===== config.mk =====
export PLATFORM = sky130hd
export DESIGN_NAME = vpfp_mul
export DESIGN_NICKNAME = d
export VERILOG_FILES = /design/src/rtl/vpfp_pkg.sv /design/src/rtl/vpfp_class.sv /design/src/rtl/vpfp_wordmac.sv /design/src/rtl/vpfp_pack.sv /design/src/rtl/vpfp_mul.sv
export SDC_FILE = /design/constraint.sdc
export NUM_CORES = 2
export LEC_CHECK = 0
export ABC_AREA = 1
export ABC_CLOCK_PERIOD_IN_PS = 8500
export CORE_ASPECT_RATIO = 1.75
export CORE_UTILIZATION = 60
export CTS_CLUSTER_SIZE = 24
export DETAILED_ROUTE_END_ITERATION = 7
export DONT_BUFFER_PORTS = 1
export GPL_TIMING_DRIVEN = 0
export PLACE_DENSITY = 0.76
export SYNTH_ARGS = -nofsm -noshare
export SYNTH_HDL_FRONTEND = slang
export SYNTH_SLANG_ARGS = --single-unit

===== constraint.sdc =====
create_clock -name clk -period 8.5 [get_ports clk]
set_clock_uncertainty 0.15 [all_clocks]
set_input_delay 1.7 -clock clk [delete_from_list [all_inputs] [get_ports clk]]
set_output_delay 1.7 -clock clk [all_outputs]
set_load 0.01 [all_outputs]

===== src/rtl/vpfp_pkg.sv =====
package vpfp_pkg;
    typedef enum logic [1:0] {
        CL_NORM = 2'd0,
        CL_ZERO = 2'd1,
        CL_INF  = 2'd2,
        CL_NAN  = 2'd3
    } vclass_e;

    typedef enum logic [1:0] {
        S_IDLE = 2'd0,
        S_MULT = 2'd1,
        S_DONE = 2'd2
    } vstate_e;
endpackage


===== src/rtl/vpfp_class.sv =====
module vpfp_class
    import vpfp_pkg::*;
(
    input  logic [1:0] a_cls,
    input  logic [1:0] b_cls,
    output logic [1:0] r_cls,
    output logic       special
);
    vclass_e ca, cb, cr;

    always_comb begin
        ca = vclass_e'(a_cls);
        cb = vclass_e'(b_cls);
        if (ca == CL_NAN || cb == CL_NAN)
            cr = CL_NAN;
        else if ((ca == CL_INF && cb == CL_ZERO) || (ca == CL_ZERO && cb == CL_INF))
            cr = CL_NAN;
        else if (ca == CL_INF || cb == CL_INF)
            cr = CL_INF;
        else if (ca == CL_ZERO || cb == CL_ZERO)
            cr = CL_ZERO;
        else
            cr = CL_NORM;
        r_cls   = cr;
        special = (cr != CL_NORM);
    end
endmodule


===== src/rtl/vpfp_wordmac.sv =====
module vpfp_wordmac #(
    parameter int WORD_W = 8,
    parameter int ACC_W  = 128,
    parameter int POS_W  = 4
) (
    input  logic [ACC_W-1:0]  acc,
    input  logic [WORD_W-1:0] a_word,
    input  logic [WORD_W-1:0] b_word,
    input  logic [POS_W-1:0]  pos,
    output logic [ACC_W-1:0]  acc_nx
);
    logic [2*WORD_W-1:0] prod;
    logic [ACC_W-1:0]    placed;

    always_comb begin
        prod   = a_word * b_word;
        placed = ACC_W'(prod) << (int'(pos) * WORD_W);
        acc_nx = acc + placed;
    end
endmodule


===== src/rtl/vpfp_pack.sv =====
module vpfp_pack #(
    parameter int WORD_W    = 8,
    parameter int RES_WORDS = 16,
    parameter int TOT_W     = 5
) (
    input  logic [RES_WORDS*WORD_W-1:0] acc,
    input  logic [TOT_W-1:0]            n_tot,
    output logic [RES_WORDS*WORD_W-1:0] sig
);
    always_comb begin
        sig = '0;
        for (int k = 0; k < RES_WORDS; k++) begin
            if (k < int'(n_tot))
                sig[k*WORD_W +: WORD_W] = acc[(int'(n_tot) - 1 - k)*WORD_W +: WORD_W];
        end
    end
endmodule


===== src/rtl/vpfp_mul.sv =====
module vpfp_mul
    import vpfp_pkg::*;
#(
    parameter int WORD_W    = 8,
    parameter int MAX_WORDS = 8,
    parameter int LEN_W     = 5,
    parameter int EXP_W     = 16
) (
    input  logic                            clk,
    input  logic                            rst_n,
    input  logic                            start,
    input  logic                            a_sign,
    input  logic [1:0]                      a_type,
    input  logic [LEN_W-1:0]                a_len,
    input  logic [EXP_W-1:0]                a_exp,
    input  logic [MAX_WORDS*WORD_W-1:0]     a_sig,
    input  logic                            b_sign,
    input  logic [1:0]                      b_type,
    input  logic [LEN_W-1:0]                b_len,
    input  logic [EXP_W-1:0]                b_exp,
    input  logic [MAX_WORDS*WORD_W-1:0]     b_sig,
    output logic                            busy,
    output logic                            done,
    output logic                            r_sign,
    output logic [1:0]                      r_type,
    output logic [LEN_W-1:0]                r_len,
    output logic                            r_len_ovf,
    output logic [EXP_W-1:0]                r_exp,
    output logic [2*MAX_WORDS*WORD_W-1:0]   r_sig
);
    localparam int RES_WORDS = 2 * MAX_WORDS;
    localparam int ACC_W     = RES_WORDS * WORD_W;
    localparam int IDX_W     = $clog2(MAX_WORDS);
    localparam int CNT_W     = $clog2(MAX_WORDS + 1);
    localparam int POS_W     = $clog2(RES_WORDS);
    localparam int TOT_W     = $clog2(RES_WORDS + 1);

    vstate_e state, state_nx;

    logic [WORD_W-1:0] a_mem [MAX_WORDS];
    logic [WORD_W-1:0] b_mem [MAX_WORDS];
    logic [WORD_W-1:0] a_ld  [MAX_WORDS];
    logic [WORD_W-1:0] b_ld  [MAX_WORDS];
    logic [ACC_W-1:0]  acc, acc_nx;
    logic [CNT_W-1:0]  na_q, nb_q, eff_a, eff_b;
    logic [IDX_W-1:0]  ia, jb;
    logic [1:0]        cls_res;
    logic              cls_special;
    logic [LEN_W:0]    len_sum;
    logic              accept, last_a, last_b;
    logic [POS_W-1:0]  pos;
    logic [TOT_W-1:0]  n_tot;

    function automatic logic [CNT_W-1:0] eff_words(input logic [LEN_W-1:0] l);
        if (l == '0)
            return CNT_W'(1);
        else if (l > LEN_W'(MAX_WORDS))
            return CNT_W'(MAX_WORDS);
        else
            return CNT_W'(l);
    endfunction

    vpfp_class u_class (
        .a_cls   (a_type),
        .b_cls   (b_type),
        .r_cls   (cls_res),
        .special (cls_special)
    );

    always_comb begin
        eff_a   = eff_words(a_len);
        eff_b   = eff_words(b_len);
        len_sum = {1'b0, a_len} + {1'b0, b_len};
        accept  = (state == S_IDLE) && start;
        last_a  = (CNT_W'(ia) + CNT_W'(1)) == na_q;
        last_b  = (CNT_W'(jb) + CNT_W'(1)) == nb_q;
        pos     = POS_W'(ia) + POS_W'(jb);
        n_tot   = TOT_W'(na_q) + TOT_W'(nb_q);
        for (int i = 0; i < MAX_WORDS; i++) begin
            a_ld[i] = '0;
            b_ld[i] = '0;
            if (i < int'(eff_a))
                a_ld[i] = a_sig[(int'(eff_a) - 1 - i)*WORD_W +: WORD_W];
            if (i < int'(eff_b))
                b_ld[i] = b_sig[(int'(eff_b) - 1 - i)*WORD_W +: WORD_W];
        end
    end

    vpfp_wordmac #(.WORD_W(WORD_W), .ACC_W(ACC_W), .POS_W(POS_W)) u_mac (
        .acc    (acc),
        .a_word (a_mem[ia]),
        .b_word (b_mem[jb]),
        .pos    (pos),
        .acc_nx (acc_nx)
    );

    vpfp_pack #(.WORD_W(WORD_W), .RES_WORDS(RES_WORDS), .TOT_W(TOT_W)) u_pack (
        .acc   (acc),
        .n_tot (n_tot),
        .sig   (r_sig)
    );

    // Next-state logic
    always_comb begin
        state_nx = state;
        unique case (state)
            S_IDLE: if (start) state_nx = cls_special ? S_DONE : S_MULT;
            S_MULT: if (last_a && last_b) state_nx = S_DONE;
            S_DONE: state_nx = S_IDLE;
            default: state_nx = S_IDLE;
        endcase
    end

    // State register
    always_ff @(posedge clk) begin
        if (!rst_n) state <= S_IDLE;
        else        state <= state_nx;
    end

    // Outputs decoded from state
    always_comb begin
        busy = (state != S_IDLE);
        done = (state == S_DONE);
    end

    // Datapath: capture and word-serial accumulation
    always_ff @(posedge clk) begin
        if (!rst_n) begin
            r_sign    <= 1'b0;
            r_type    <= 2'd0;
            r_len     <= '0;
            r_len_ovf <= 1'b0;
            r_exp     <= '0;
            acc       <= '0;
            na_q      <= CNT_W'(1);
            nb_q      <= CNT_W'(1);
            ia        <= '0;
            jb        <= '0;
            for (int i = 0; i < MAX_WORDS; i++) begin
                a_mem[i] <= '0;
                b_mem[i] <= '0;
            end
        end else if (accept) begin
            r_sign    <= a_sign ^ b_sign;
            r_type    <= cls_res;
            r_len_ovf <= len_sum[LEN_W];
            r_len     <= len_sum[LEN_W] ? '1 : len_sum[LEN_W-1:0];
            r_exp     <= a_exp + b_exp;
            acc       <= '0;
            na_q      <= eff_a;
            nb_q      <= eff_b;
            ia        <= '0;
            jb        <= '0;
            for (int i = 0; i < MAX_WORDS; i++) begin
                a_mem[i] <= a_ld[i];
                b_mem[i] <= b_ld[i];
            end
        end else if (state == S_MULT) begin
            acc <= acc_nx;
            if (last_a) begin
                ia <= '0;
                jb <= jb + IDX_W'(1);
            end else begin
                ia <= ia + IDX_W'(1);
            end
        end
    end
endmodule


==> results of run 1 <==
[layer usage]
layer / track usage / GRT overflow
met1: 0.8043 / 22
met2: 1.074 / 1697
met3: 0.6694 / 20
met4: 0.9264 / 628
met5: 0.2919 / 0
[stage by stage]
step | utilization | std cells | setup TNS [ps] | hold WS, ps
CTS | 0.6459 | 8377 | 0 | 349.9
floorplan | - | 7403 | 0 | 300.4
global placement | 0.6223 | 8313 | -147840 | 318.9
detailed placement | 0.6240 | 8324 | -168930 | 340.0
[cells by family after synthesis]
family / Yosys count / share of synthesized area
DFF: 303 / 0.1749
other: 1 / 0.00008929
adders and majority gates: 277 / 0.08985
AOI/OAI and AO/OA: 1741 / 0.2261
muxes: 86 / 0.02050
buffers and inverters: 1412 / 0.1298
xor gates and xnor gates: 114 / 0.02449
and+or+nand+nor: 3465 / 0.3343
[repair_timing]
| item | in CTS |
|---|---|
| buffers inserted | 4 |
| gates resized for setup | 149 |
| pin swaps | 5 |
| hold endpoints to repair | 0 |
| setup endpoints to repair | 179 |
==> results.sh, run 1 <==
export IMPL_place_area_sq_um=43270
export IMPL_yosys_top_cells_count="nand2_1 (1895), inv_1 (1095), nor2_1 (989)"
export IMPL_synth_cells=7399
export IMPL_grt_overflow=2367
export IMPL_stop_stage="5_1_grt"
export IMPL_yosysTopAreaCellShare=0.1694
export IMPL_routabilityCongestion=1.427
export IMPL_hold_buffers=0
export IMPL_ys_types=72
export IMPL_async_reset_ff_frac=0
export IMPL_error_line="[ERROR GRT-0116] Global routing finished with congestion. Check the congestion regions in the DRC Viewer."
export IMPL_syn_avg_cell_area_sq_um=5.676
export IMPL_synth_edf_count=128
export IMPL_grt_pass1_vias=60875
export IMPL_place_ws_ps=-2245
export IMPL_synth_flop_cell="dfxtp_1"
export IMPL_io_buffers=0
export IMPL_yosysMostFrequentCell="nand2_1"
export IMPL_rows=128
export IMPL_cts_root_buf="clkbuf_16"
export IMPL_ys_top_cells_by_area="nand2_1 (17%), o21ai_0 (11%), inv_1 (9.8%)"
export IMPL_die_w_um=202.0
export IMPL_syn_area_sq_um=42000
export IMPL_start_util=0.6056
export IMPL_synth_seq_cells=303
export IMPL_ys_seq_area_frac=0.1749
export IMPL_grt_max_degree=71
export IMPL_yosysTopAreaCell="nand2_1"
export IMPL_cts_htree_levels=1
export IMPL_fp_dieH_um=352.0
export IMPL_io_pins=334
export IMPL_cts_made_buffers=28
export IMPL_clock_sinks=303
export IMPL_clk_path_buf_depth=3
export IMPL_ys_warn_count=2
export IMPL_grt_pass1_wl_um=468400
export IMPL_grt_use_total=0.8541
export IMPL_status="did not finish"
export IMPL_hpwl_um=195600
==> inputs of run 2 (changes only) <==
--- a/config.mk
+++ b/config.mk
@@ -7,13 +7,11 @@
 export LEC_CHECK = 0
 export ABC_AREA = 1
 export ABC_CLOCK_PERIOD_IN_PS = 8500
-export CORE_ASPECT_RATIO = 1.75
-export CORE_UTILIZATION = 60
-export CTS_CLUSTER_SIZE = 24
+export CORE_UTILIZATION = 40
 export DETAILED_ROUTE_END_ITERATION = 7
 export DONT_BUFFER_PORTS = 1
 export GPL_TIMING_DRIVEN = 0
-export PLACE_DENSITY = 0.76
+export PLACE_DENSITY_LB_ADDON = 0.15
 export SYNTH_ARGS = -nofsm -noshare
 export SYNTH_HDL_FRONTEND = slang
 export SYNTH_SLANG_ARGS = --single-unit
==> results.sh, run 2 <==
export IMPL_status="complete, no violations"
export IMPL_hpwl_um=202900
export IMPL_ys_top_cells_by_area="nand2_1 (17%), o21ai_0 (11%), inv_1 (9.8%)"
export IMPL_synth_edf_count=128
export IMPL_io_buffers=0
export IMPL_drtPass1Iterations=8
export IMPL_synth_seq_cells=303
export IMPL_grt_pass1_wl_um=333200
export IMPL_setup_tns_ps=0
export IMPL_fp_dieH_um=326.0
export IMPL_routabilityCongestion=1.191
export IMPL_vias=52175
export IMPL_critical_path_endpoint_type="flip-flop"
export IMPL_yosysTopAreaCellShare=0.1694
export IMPL_leakage_uw=0.02206
export IMPL_final_cell_mix="nand2_1 (1836), inv_1 (1072), nor2_1 (896)"
export IMPL_die_area_sq_um=106300
export IMPL_worstHoldPathType="flip-flop to flip-flop"
export IMPL_die_w_um=326.0
export IMPL_cp_start_kind="flip-flop"
export IMPL_hold_ws_ps=344.8
export IMPL_drc=0
export IMPL_async_reset_ff_frac=0
export IMPL_r2r_end="acc[72]"
export IMPL_antenna_found_initial=11
export IMPL_synth_cells=7399
export IMPL_fin_nets=7939
export IMPL_grt_pass1_vias=46952
export IMPL_rsz0062_at_grt="yes"
export IMPL_slowest_delay_ps=510
export IMPL_fmax_mhz=119.7
export IMPL_drt_iter0_drc=6941
export IMPL_rows=118
export IMPL_worst_slew_pin_slew_ps=1382
export IMPL_crit_family="adder cells"
export IMPL_multi_input_area_sq_um=31010
export IMPL_grt_overflow=0
export IMPL_ys_warn_count=2
export IMPL_cts_tree="done"
export IMPL_coreArea_sq_um=103800
export IMPL_ys_types=72
export IMPL_yosys_top_cells_count="nand2_1 (1895), inv_1 (1095), nor2_1 (989)"
export IMPL_cts_htree_levels=2
export IMPL_ys_seq_area_frac=0.1749
export IMPL_wl_per_cell_um=27.10
export IMPL_cellPowerDensity_nw_per_um2=174.3
export IMPL_reg2reg_depth=40
export IMPL_drv_cap=0
export IMPL_cpMaxStageDelayCell="fa_1"
export IMPL_clock_sinks=303
export IMPL_start_util=0.4046
export IMPL_drt_wl_total_um=241100
export IMPL_drive_gt1_frac=0.08912
export IMPL_required_ps=8870
export IMPL_timing_final_max_slew_violations=0
export IMPL_n_fill_cell=11543
export IMPL_grt_max_degree=65
export IMPL_hold_end="state[1]"
export IMPL_ant_nets=0
export IMPL_diodes=0
export IMPL_yosysMostFrequentCell="nand2_1"
export IMPL_setup_viol=0
export IMPL_crit_path_frequent_cell="inv_1"
export IMPL_hold_violations=0
export IMPL_whs_path_depth=1
export IMPL_io_pins=334
export IMPL_path_clk_slew_ps=60
export IMPL_final_common_cell="nand2_1"
export IMPL_path_class="flip-flop to flip-flop"
export IMPL_yosysTopAreaCell="nand2_1"
export IMPL_hp_start="state[1]"
export IMPL_viasPerCell=5.864
export IMPL_cp_num_buf_inv=11
export IMPL_worstPathArrival_ps=8730
export IMPL_r2r_setup_slack_ps=150
export IMPL_largest_reg_flops=128
export IMPL_critPathMaxFanout=10
export IMPL_syn_avg_cell_area_sq_um=5.676
export IMPL_clk_path_buf_depth=3
export IMPL_seqCellArea_sq_um=7350
export IMPL_grt_use_total=0.4337
export IMPL_fin_crit_ps=8354
export IMPL_clock_latency_ps=650
export IMPL_synth_flop_cell="dfxtp_1"
export IMPL_syn_area_sq_um=42000
export IMPL_peakVddDrop_v=0.0002150
export IMPL_syn_to_final_growth_pct=13.23
export IMPL_largestRegisters="acc: 128 flops, a_mem: 64 flops, b_mem: 64 flops"
export IMPL_min_period_over_period=0.9828
export IMPL_cts_made_buffers=43
export IMPL_top_register="acc"
export IMPL_slew_headroom=0.07880
export IMPL_cts_root_buf="clkbuf_16"
## run 2: worst max-delay path by stage
stage                   start        to  slack (ps)  cells past startpoint
finish              flip-flop   acc[72]         150                     40
CTS                 flip-flop  acc[113]           5                     36
global route        flip-flop   acc[73]         -40                     42
detailed placement  flip-flop   acc[75]       -2060                     40
floorplan           flip-flop   acc[75]        1440                     43
global placement    flip-flop   acc[75]       -2830                     40
## run 2: area by class of cell
| type | instances | area share |
|---|---|---|
| Multi-Input combinational cell | 5688 | 0.6522 |
| Sequential cell | 303 | 0.1545 |
| Inverter | 1118 | 0.08853 |
| Tap cell | 1380 | 0.03631 |
| Buffer | 290 | 0.02715 |
| Clock buffer | 50 | 0.02381 |
| Clock inverter | 30 | 0.009340 |
| Timing Repair Buffer | 39 | 0.008130 |
## run 2: through the flow
stage          instances  instance area [sq um]  setup slack, ps    util  total power (uW)
5_1_grt             8898                  47560           -38.79  0.4582              8617
2_1_floorplan       7403                  42010             1440       -              4410
6_report            8898                  47560            145.8  0.4582              8289
3_3_place_gp        8783                  43740            -2828  0.4214              5891
4_1_cts             8874                  46190            5.098  0.4450              8016
3_5_place_dp        8786                  43820            -2057  0.4222              5902
## run 2: power breakdown
group	internal, uW	total (uW)	leakage (uW)	switching, uW
Clock	1250	2090	0.000767	839
Combinational	1140	4540	0.0185	3400
Sequential	1610	1660	0.00281	52.0
## run 2: cells by family after synthesis
kind of cell,count (synthesis),share of synthesized area
mux,86,0.02050
buf+inv,1412,0.1298
compound gates,1741,0.2261
simple gates,3465,0.3343
fa+ha+maj,277,0.08985
other cells,1,0.00008929
flops,303,0.1749
xor+xnor,114,0.02449
## run 2: metal layers
layer	GRT usage	up-vias	part of all wire
li1	-	24126	-
met2	0.6467	3241	0.42
met3	0.1127	581	0.12
met5	0	-	0.000095
met4	0.2740	4	0.074
met1	0.5539	24223	0.39
## run 2: what timing repair did
| action | in CTS | in global routing |
|---|---|---|
| gates resized for setup | 206 | 316 |
| endpoints found under the setup margin | 236 | 109 |
| buffers inserted | 11 | 25 |
| hold buffers | 0 | 0 |
| pin swaps | 6 | 32 |
| endpoints found under the hold margin | 0 | 0 |
(Power assumes the default switching activity.)
